**src/rtl/tv_sync_gen.sv**
```systemverilog
module tv_sync_gen #(
  parameter int HALF    = 16,
  parameter int N525    = 525,
  parameter int N625    = 625,
  parameter int EQ525   = 6,
  parameter int EQ625   = 5,
  parameter int VB525   = 40,
  parameter int VB625   = 50,
  parameter int HS_W    = 2,
  parameter int HD_W    = 3,
  parameter int CLP_AT  = 2,
  parameter int CLP_W   = 2,
  parameter int HB_W    = 6,
  parameter int EQ_W    = 1,
  parameter int SERR_W  = 2
) (
  input  logic clk,
  input  logic rst_n,
  input  logic std625,
  input  logic eq_pre_n,
  input  logic vs_pre_n,
  output logic hd_n,
  output logic vd_n,
  output logic svd_n,
  output logic ms_n,
  output logic hc_n,
  output logic hpb_n,
  output logic vpb_n,
  output logic mpb_n,
  output logic mbb_n,
  output logic fs_n
);
  localparam int TW = $clog2(HALF);
  localparam int VW = $clog2(N625 + 1);
  localparam logic [TW-1:0] T_LAST = TW'(HALF - 1);

  logic [TW-1:0] t;
  logic          hb;
  logic [VW-1:0] v;

  logic [VW-1:0] nfield, e1, e2, e3, vbl;
  assign nfield = std625 ? VW'(N625)  : VW'(N525);
  assign e1     = std625 ? VW'(EQ625) : VW'(EQ525);
  assign e2     = e1 + e1;
  assign e3     = e2 + e1;
  assign vbl    = std625 ? VW'(VB625) : VW'(VB525);

  always_ff @(posedge clk) begin
    if (!rst_n) begin
      t  <= '0;
      hb <= 1'b0;
      v  <= '0;
    end else begin
      t <= (t == T_LAST) ? '0 : t + 1'b1;
      if (t == T_LAST) hb <= ~hb;
      if (!eq_pre_n)        v <= '0;
      else if (!vs_pre_n)   v <= e1;
      else if (t == T_LAST) v <= (v >= nfield - 1'b1) ? '0 : v + 1'b1;
    end
  end

  logic in_eq, in_vs, hs, ms, hd, hc, hpb, bbh, vpb, vd, fs;
  assign in_eq = (v < e1) || (v >= e2 && v < e3);
  assign in_vs = (v >= e1) && (v < e2);
  assign hs    = !hb && t < TW'(HS_W);
  assign ms    = in_eq ? (t < TW'(EQ_W)) : in_vs ? (t < TW'(HALF - SERR_W)) : hs;
  assign hd    = !hb && t < TW'(HD_W);
  assign hc    = !hb && t >= TW'(CLP_AT) && t < TW'(CLP_AT + CLP_W);
  assign hpb   = (hb && t == T_LAST) || (!hb && t < TW'(HB_W - 1));
  assign bbh   = (hb && t >= TW'(HALF - 2)) || (!hb && t < TW'(HB_W));
  assign vpb   = v < vbl;
  assign vd    = v < e3;
  assign fs    = (v == '0) && !hb && (t == '0);

  always_ff @(posedge clk) begin
    if (!rst_n) begin
      {hd_n, vd_n, svd_n, ms_n, hc_n, hpb_n, vpb_n, mpb_n, mbb_n, fs_n} <= '1;
    end else begin
      hd_n  <= ~hd;
      vd_n  <= ~vd;
      svd_n <= ~in_vs;
      ms_n  <= ~ms;
      hc_n  <= ~hc;
      hpb_n <= ~hpb;
      vpb_n <= ~vpb;
      mpb_n <= ~(hpb | vpb);
      mbb_n <= ~(bbh | vpb);
      fs_n  <= ~fs;
    end
  end

  p_half_toggle_r4: assert property (@(posedge clk) disable iff (!rst_n)
    (t == T_LAST) |=> (hb != $past(hb)));
  p_v_bound_r4: assert property (@(posedge clk) disable iff (!rst_n)
    v < VW'(N625));
  p_eq_preset_r9: assert property (@(posedge clk) disable iff (!rst_n)
    (!eq_pre_n) |=> (v == '0));
  p_vs_preset_r10: assert property (@(posedge clk) disable iff (!rst_n)
    (eq_pre_n && !vs_pre_n) |=> (v == $past(e1)));
  p_preset_prio_r11: assert property (@(posedge clk) disable iff (!rst_n)
    (!eq_pre_n && !vs_pre_n) |=> (v != $past(e1)));
  p_frame_on_eq_r8: assert property (@(posedge clk) disable iff (!rst_n)
    (!fs_n) |-> (!ms_n && !hd_n && !vd_n));
  p_svd_in_vd_r6: assert property (@(posedge clk) disable iff (!rst_n)
    (!svd_n) |-> (!vd_n && !vpb_n));
  p_hpb_in_mbb_r3: assert property (@(posedge clk) disable iff (!rst_n)
    (!hpb_n) |-> (!mbb_n && !mpb_n));
endmodule

```
**config.mk**
```make
export PLATFORM = sky130hd
export DESIGN_NAME = tv_sync_gen
export DESIGN_NICKNAME = d
export VERILOG_FILES = /design/src/rtl/tv_sync_gen.sv
export SDC_FILE = /design/constraint.sdc
export NUM_CORES = 1
export LEC_CHECK = 0
export BUFFER_PORTS_ARGS = -buffer_cell sky130_fd_sc_hd__buf_2
export CAP_MARGIN = 20
export CORE_ASPECT_RATIO = 0.6
export CORE_UTILIZATION = 62
export DETAILED_ROUTE_END_ITERATION = 8
export PLACE_DENSITY = 0.9
export SYNTH_ARGS = -nofsm -noshare
export SYNTH_HDL_FRONTEND = slang
export SYNTH_SLANG_ARGS = --single-unit
```
**constraint.sdc**
```tcl
create_clock -name clk -period 2.9 [get_ports clk]
set_clock_uncertainty 0.1 [all_clocks]
set_input_delay 0.58 -clock clk [delete_from_list [all_inputs] [get_ports clk]]
set_output_delay 0.58 -clock clk [all_outputs]
set_load 0.01 [all_outputs]
```
**After elaboration in Yosys (flattened, before gate mapping)**

Cells that the tools add are included.
Widths: inputs -> output; s select.

- $add $sub $neg: 5
- Multiplexer cells: 8
- Bitwise operators: 14
- Order comparisons: 16
- Reduce and logical (&&, ||, !) cells: 20
- Equal/unequal tests: 2

Operators by type and width:

| operator | number |
|---|---|
| $mux 10 | 3 |
| $logic_and 1x1->1 | 12 |
| $lt 4x3->1 const B | 3 |
| $not 1->1 | 12 |
| $add 10x1->10 const B | 1 |
| $ge 10x10->1 | 1 |
| $ge 10x3->1 | 1 |
| $ge 10x4->1 | 1 |
| $logic_not 10->1 | 1 |
| $lt 10x3->1 | 1 |
| $lt 10x4->1 | 1 |
| $lt 10x5->1 | 1 |
| $lt 10x6->1 | 1 |
| $sub 10x1->10 const B | 1 |
| $lt 4x2->1 const B | 2 |
| $mux 7 | 1 |
| $add 4x3->5 | 1 |
| $mux 5 | 1 |
| $add 3x3->4 | 1 |
| $add 4x1->4 const B | 1 |
| $eq 4x4->1 const B | 1 |
| $ge 4x2->1 const B | 1 |
| $ge 4x4->1 const B | 1 |
| $logic_not 4->1 | 1 |
| other kinds (10) | 14 |

- Flip-flop bits (word level): 25
- Word-level logic and storage cells: 78
- Output and inout port bits: 10

**Longest topological paths before layout**

- Depth after elaboration: 8
- Depth in mapped cells: 8
- Depth with buffers taken out: 7

**Worst setup path after synthesis**

No wires, ideal clock.

- Path kind: input-to-reg
- From: input port std625
- To: register v[5]
- Library setup time: 126 ps
- Required time: 2,674 ps
- Stages on the path: 7
- Setup slack: 845 ps
- Arrival time: 1,829 ps
- Cell sequence: inv_1 > ha_1 > nand2_1 > a221oi_1 > o211ai_4 > a21oi_2 > nor3_1

- Word-level cells in the longest chain between the ends: 6

Ends and longest elaborated chain:

| what | RTL line | RTL |
|---|---|---|
| from (decl) | 19 | `input logic std625,` |
| $mux 7 | 42 | `assign nfield = std625 ? VW'(N625) : VW'(N525);` |
| $sub 10x1->10 | 58 | `else if (t == T_LAST) v <= (v >= nfield - 1'b1) ? '0 : v + 1'b1;` |
| $ge 10x10->1 | 58 |  |
| $mux 10 (2 in series) | 58 |  |
| $mux 10 | 57 | `else if (!vs_pre_n) v <= e1;` |
| to (signal assigned) | 58 |  |
| to (decl) | 39 | `logic [VW-1:0] v;` |

Every way passes these cells. The select of a mux whose other input is x is not followed.
A chain may end at the register's enable or synchronous reset.

**Final worst setup path**

- From: register v[2]
- To: register v[6]

- Word-level cells in the longest chain between the ends: 4
- Elaborated cells on any way between the ends: 5
- Classes of those cells: add/sub (1); order compare (1); mux (3)

Ends and longest elaborated chain:

| what | RTL line |
|---|---|
| $add 10x1->10 or $ge 10x10->1 (tied branches) | 58 |
| $mux 10 (*) (2 in series) | 58 |
| $mux 10 (*) | 57 |

Every way passes the cells marked *; elsewhere a longest branch is shown, timed or not. The select of a mux whose other input is x is not followed.

==> flow_summary.yaml <==
logic_synthesis:
  synthTopCellsByCount: "dfxtp_1 (25), nand2_1 (18), ha_1 (17), a21oi_1 (14), inv_1 (11)"
  muxShareOfSynthArea_pct: 0.646
  synthTopCellsByArea: "dfxtp_1 (32%), ha_1 (14%), a21oi_1 (4.5%)"
  yosysWarnings: 0
  netlist.area_leader.share_pct: 32.3
  yosys.area.top_type: "dfxtp_1"
  synthXorXnorAreaFrac_pct: 2.82
  syn_avg_cell_area_um2: 8.61
  postSynthRegisterBits: 25
  synth_top_flop_cell: "dfxtp_1"
  synth_top_family_by_area: "simple AND/OR/NAND/NOR gates"
  synth-compound-area-share_pct: 18.6
  synth_nets: 202
  synth_cells: 180
  synth_fa_ha_area_share_pct: 13.7
  synthArstFlopShare_pct: 0
  synth-edff-count: 0
  seq_area_frac_synth_pct: 32.3
  synth_cell_type_count: 48
  synth.cell_area_um2: 1550
  synth.most_common_cell: "dfxtp_1"
  yosys.area_share.simple_pct: 25.6
power:
  combinationalPowerShare_pct: 13.8
  peakVddDrop_mv: 0.324
  p_leak_nw: 0.692
  p_int_uw: 493
  p_clk_share_pct: 30.8
  switching_share_pct: 26.6
  p_switching_uw: 178
  pwr-share-seq_pct: 55.4
  powerDensity_nw_per_um2: 403
die:
  die_h_um: 40.7
  ios: 15
  start_util_pct: 68.6
  core_area_um2: 2260
  rows: 13
  die-area_um2: 2710
  die_w_um: 66.6
routing:
  via_per_inst: 6.41
  ant_nets: 0
  drc: 0
  drtIter0Drc: 99
  wl_um: 3930
  drt_pass1_iterations: 5
  vias: 1411
  avgRoutedWirePerCell_um: 17.9
layout:
  multi_input_area_um2: 952
  syn2layout_area_growth_pct: 7.26
  n_fill_cell: 163
  drive_above_1_share_pct: 16.3
  final_nets: 213
  seq_area_um2: 500
  antenna_cells: 0
global_route:
  grt_usage_pct: 32.6
  grt_overflow: 0
  grt_pass1_wl_um: 6140
  antenna_found_initial: 0
  grt_max_degree: 17
  grt_pass1_vias: 1223
cts:
  cts_tree: "built"
  insertion_delay_ns: 0.27
  post_cts_resized: 0
  cts_made_buffers: 3
  cts.path.max_buffers: 2
  ctsHoldBuffers: 0
  htreeDepth: 1
  clk_pin_slew_ns: 0.09
  post-cts-setup-buffers: 0
  cts_root_buf: "clkbuf_8"
  clock-sinks: 25
timing:
  max_slew.worst_pin.slew_ns: 0.660
  setup_violations: 0
  relSlewSlack_pct: 55.4
  fmax_ghz: 0.422
  rsz0062_at_grt: "false"
  drv_slew: 0
  min_period_ns: 2.37
  whs_ns: 0.508
  post-route-period-util_pct: 81.8
  tns_ns: 0
  hold_viol_final: 0
setup_path:
  arrival_ns: 2.42
  cp.required_ns: 2.95
  cp-start-kind: "flop"
  path_class: "flop to flop"
  endpoint_kind: "flop"
  path_max_fanout: 10
place:
  port_buffers: 14
  gp_congestion: 0.957
  place_hpwl_um: 2870
worst_hold_path:
  hold_class: "input pin to flop"
outcome:
  status: "finished clean"
flow_run:
  drv_cap: 0
[routing by layer]
layer	GRT usage, %	up-vias	share of wire, %
met5	0	-	0
met4	12.2	0	3.3
met3	7.50	23	11
met2	54.5	96	44
met1	42.1	635	42
li1	-	657	-
[final cells by class]
class,instances,area share [%]
Multi-Input combinational cell,133,57.3
Sequential cell,25,30.1
Timing Repair Buffer,15,4.67
Inverter,13,2.93
Clock buffer,3,2.48
Tap cell,30,2.26
Clock inverter,1,0.301
[registers in the layout, indices dropped and copies added (netlist names)]
name / count
mbb_n: 1
hb: 1
vpb_n: 1
hd_n: 1
mpb_n: 1
svd_n: 1
vd_n: 1
hc_n: 1
hpb_n: 1
v: 10
fs_n: 1
ms_n: 1
t: 4
[worst max-delay path, stage by stage (launching register included)]
cell	delay, ns
dfxtp_1	0.57
inv_2	0.14
ha_1	0.35
nand2_1	0.06
a221oi_1	0.46
o211ai_4	0.20
a21oi_2	0.27
nor3_1	0.10
[cells in the final DEF (no fill, tap or decap), types with 2 or more instances in the layout]
| cell type | instances |
|---|---|
| xor2_1 | 3 |
| inv_1 | 11 |
| nand4_1 | 2 |
| clkbuf_8 | 3 |
| nor3_2 | 2 |
| dfxtp_1 | 25 |
| and2_1 | 3 |
| a21oi_1 | 14 |
| and3_1 | 6 |
| buf_2 | 14 |
| nand2b_1 | 3 |
| o211ai_1 | 2 |
| inv_2 | 2 |
| xnor2_1 | 2 |
| a31oi_1 | 2 |
| nor2b_1 | 2 |
| nand2_1 | 18 |
| nor4b_1 | 2 |
| o21ai_0 | 5 |
| nand3_1 | 10 |
| nor3_1 | 6 |
| ha_1 | 17 |
| o21ai_1 | 2 |
| nor2_1 | 9 |
[power by group through the flow]
| stage | Sequential (mW) | Clock, mW | Combinational, mW |
|---|---|---|---|
| after global routing | 0.374 | 0.224 | 0.103 |
| after global placement | 0.378 | 0 | 0.0850 |
| after CTS | 0.372 | 0.207 | 0.0908 |
| after detailed placement | 0.380 | 0 | 0.0894 |
| final | 0.372 | 0.207 | 0.0925 |
| after floorplan | 0.380 | 0 | 0.0572 |
[through the flow]
stage | total power [mW] | instance area, um^2 | std cells | setup slack [ns] | utilization [%]
floorplan | 0.437 | 1550 | 180 | 0.845 | -
global placement | 0.463 | 1620 | 216 | 0.480 | 71.5
detailed placement | 0.469 | 1620 | 216 | 0.365 | 71.5
CTS | 0.670 | 1660 | 220 | 0.591 | 73.5
global route | 0.701 | 1660 | 220 | 0.397 | 73.5
finish | 0.671 | 1660 | 220 | 0.528 | 73.5
[path summary, 6_finish.rpt]
path,cells after the start,endpoint,startpoint,slack [ns]
setup reg to reg,7,v[6]$_SDFFE_PN0P_,v[2]$_SDFFE_PN0P_,0.53
hold / removal,2,vpb_n$_SDFF_PN1_,rst_n,0.51
hold reg to reg,2,v[0]$_SDFFE_PN0P_,v[0]$_SDFFE_PN0P_,0.51
setup / recovery,7,v[6]$_SDFFE_PN0P_,v[2]$_SDFFE_PN0P_,0.53
[logic make-up (layout without fill, tap and decap cells)]
family,Yosys count,after routing
adders and majority gates,17,17
buffers and inverters,22,32
and+or+nand+nor,70,70
DFF,25,25
xor gates and xnor gates,5,5
muxes,1,1
AOI/OAI and AO/OA,40,40
Note: power is estimated with default switching activity, not from simulation.
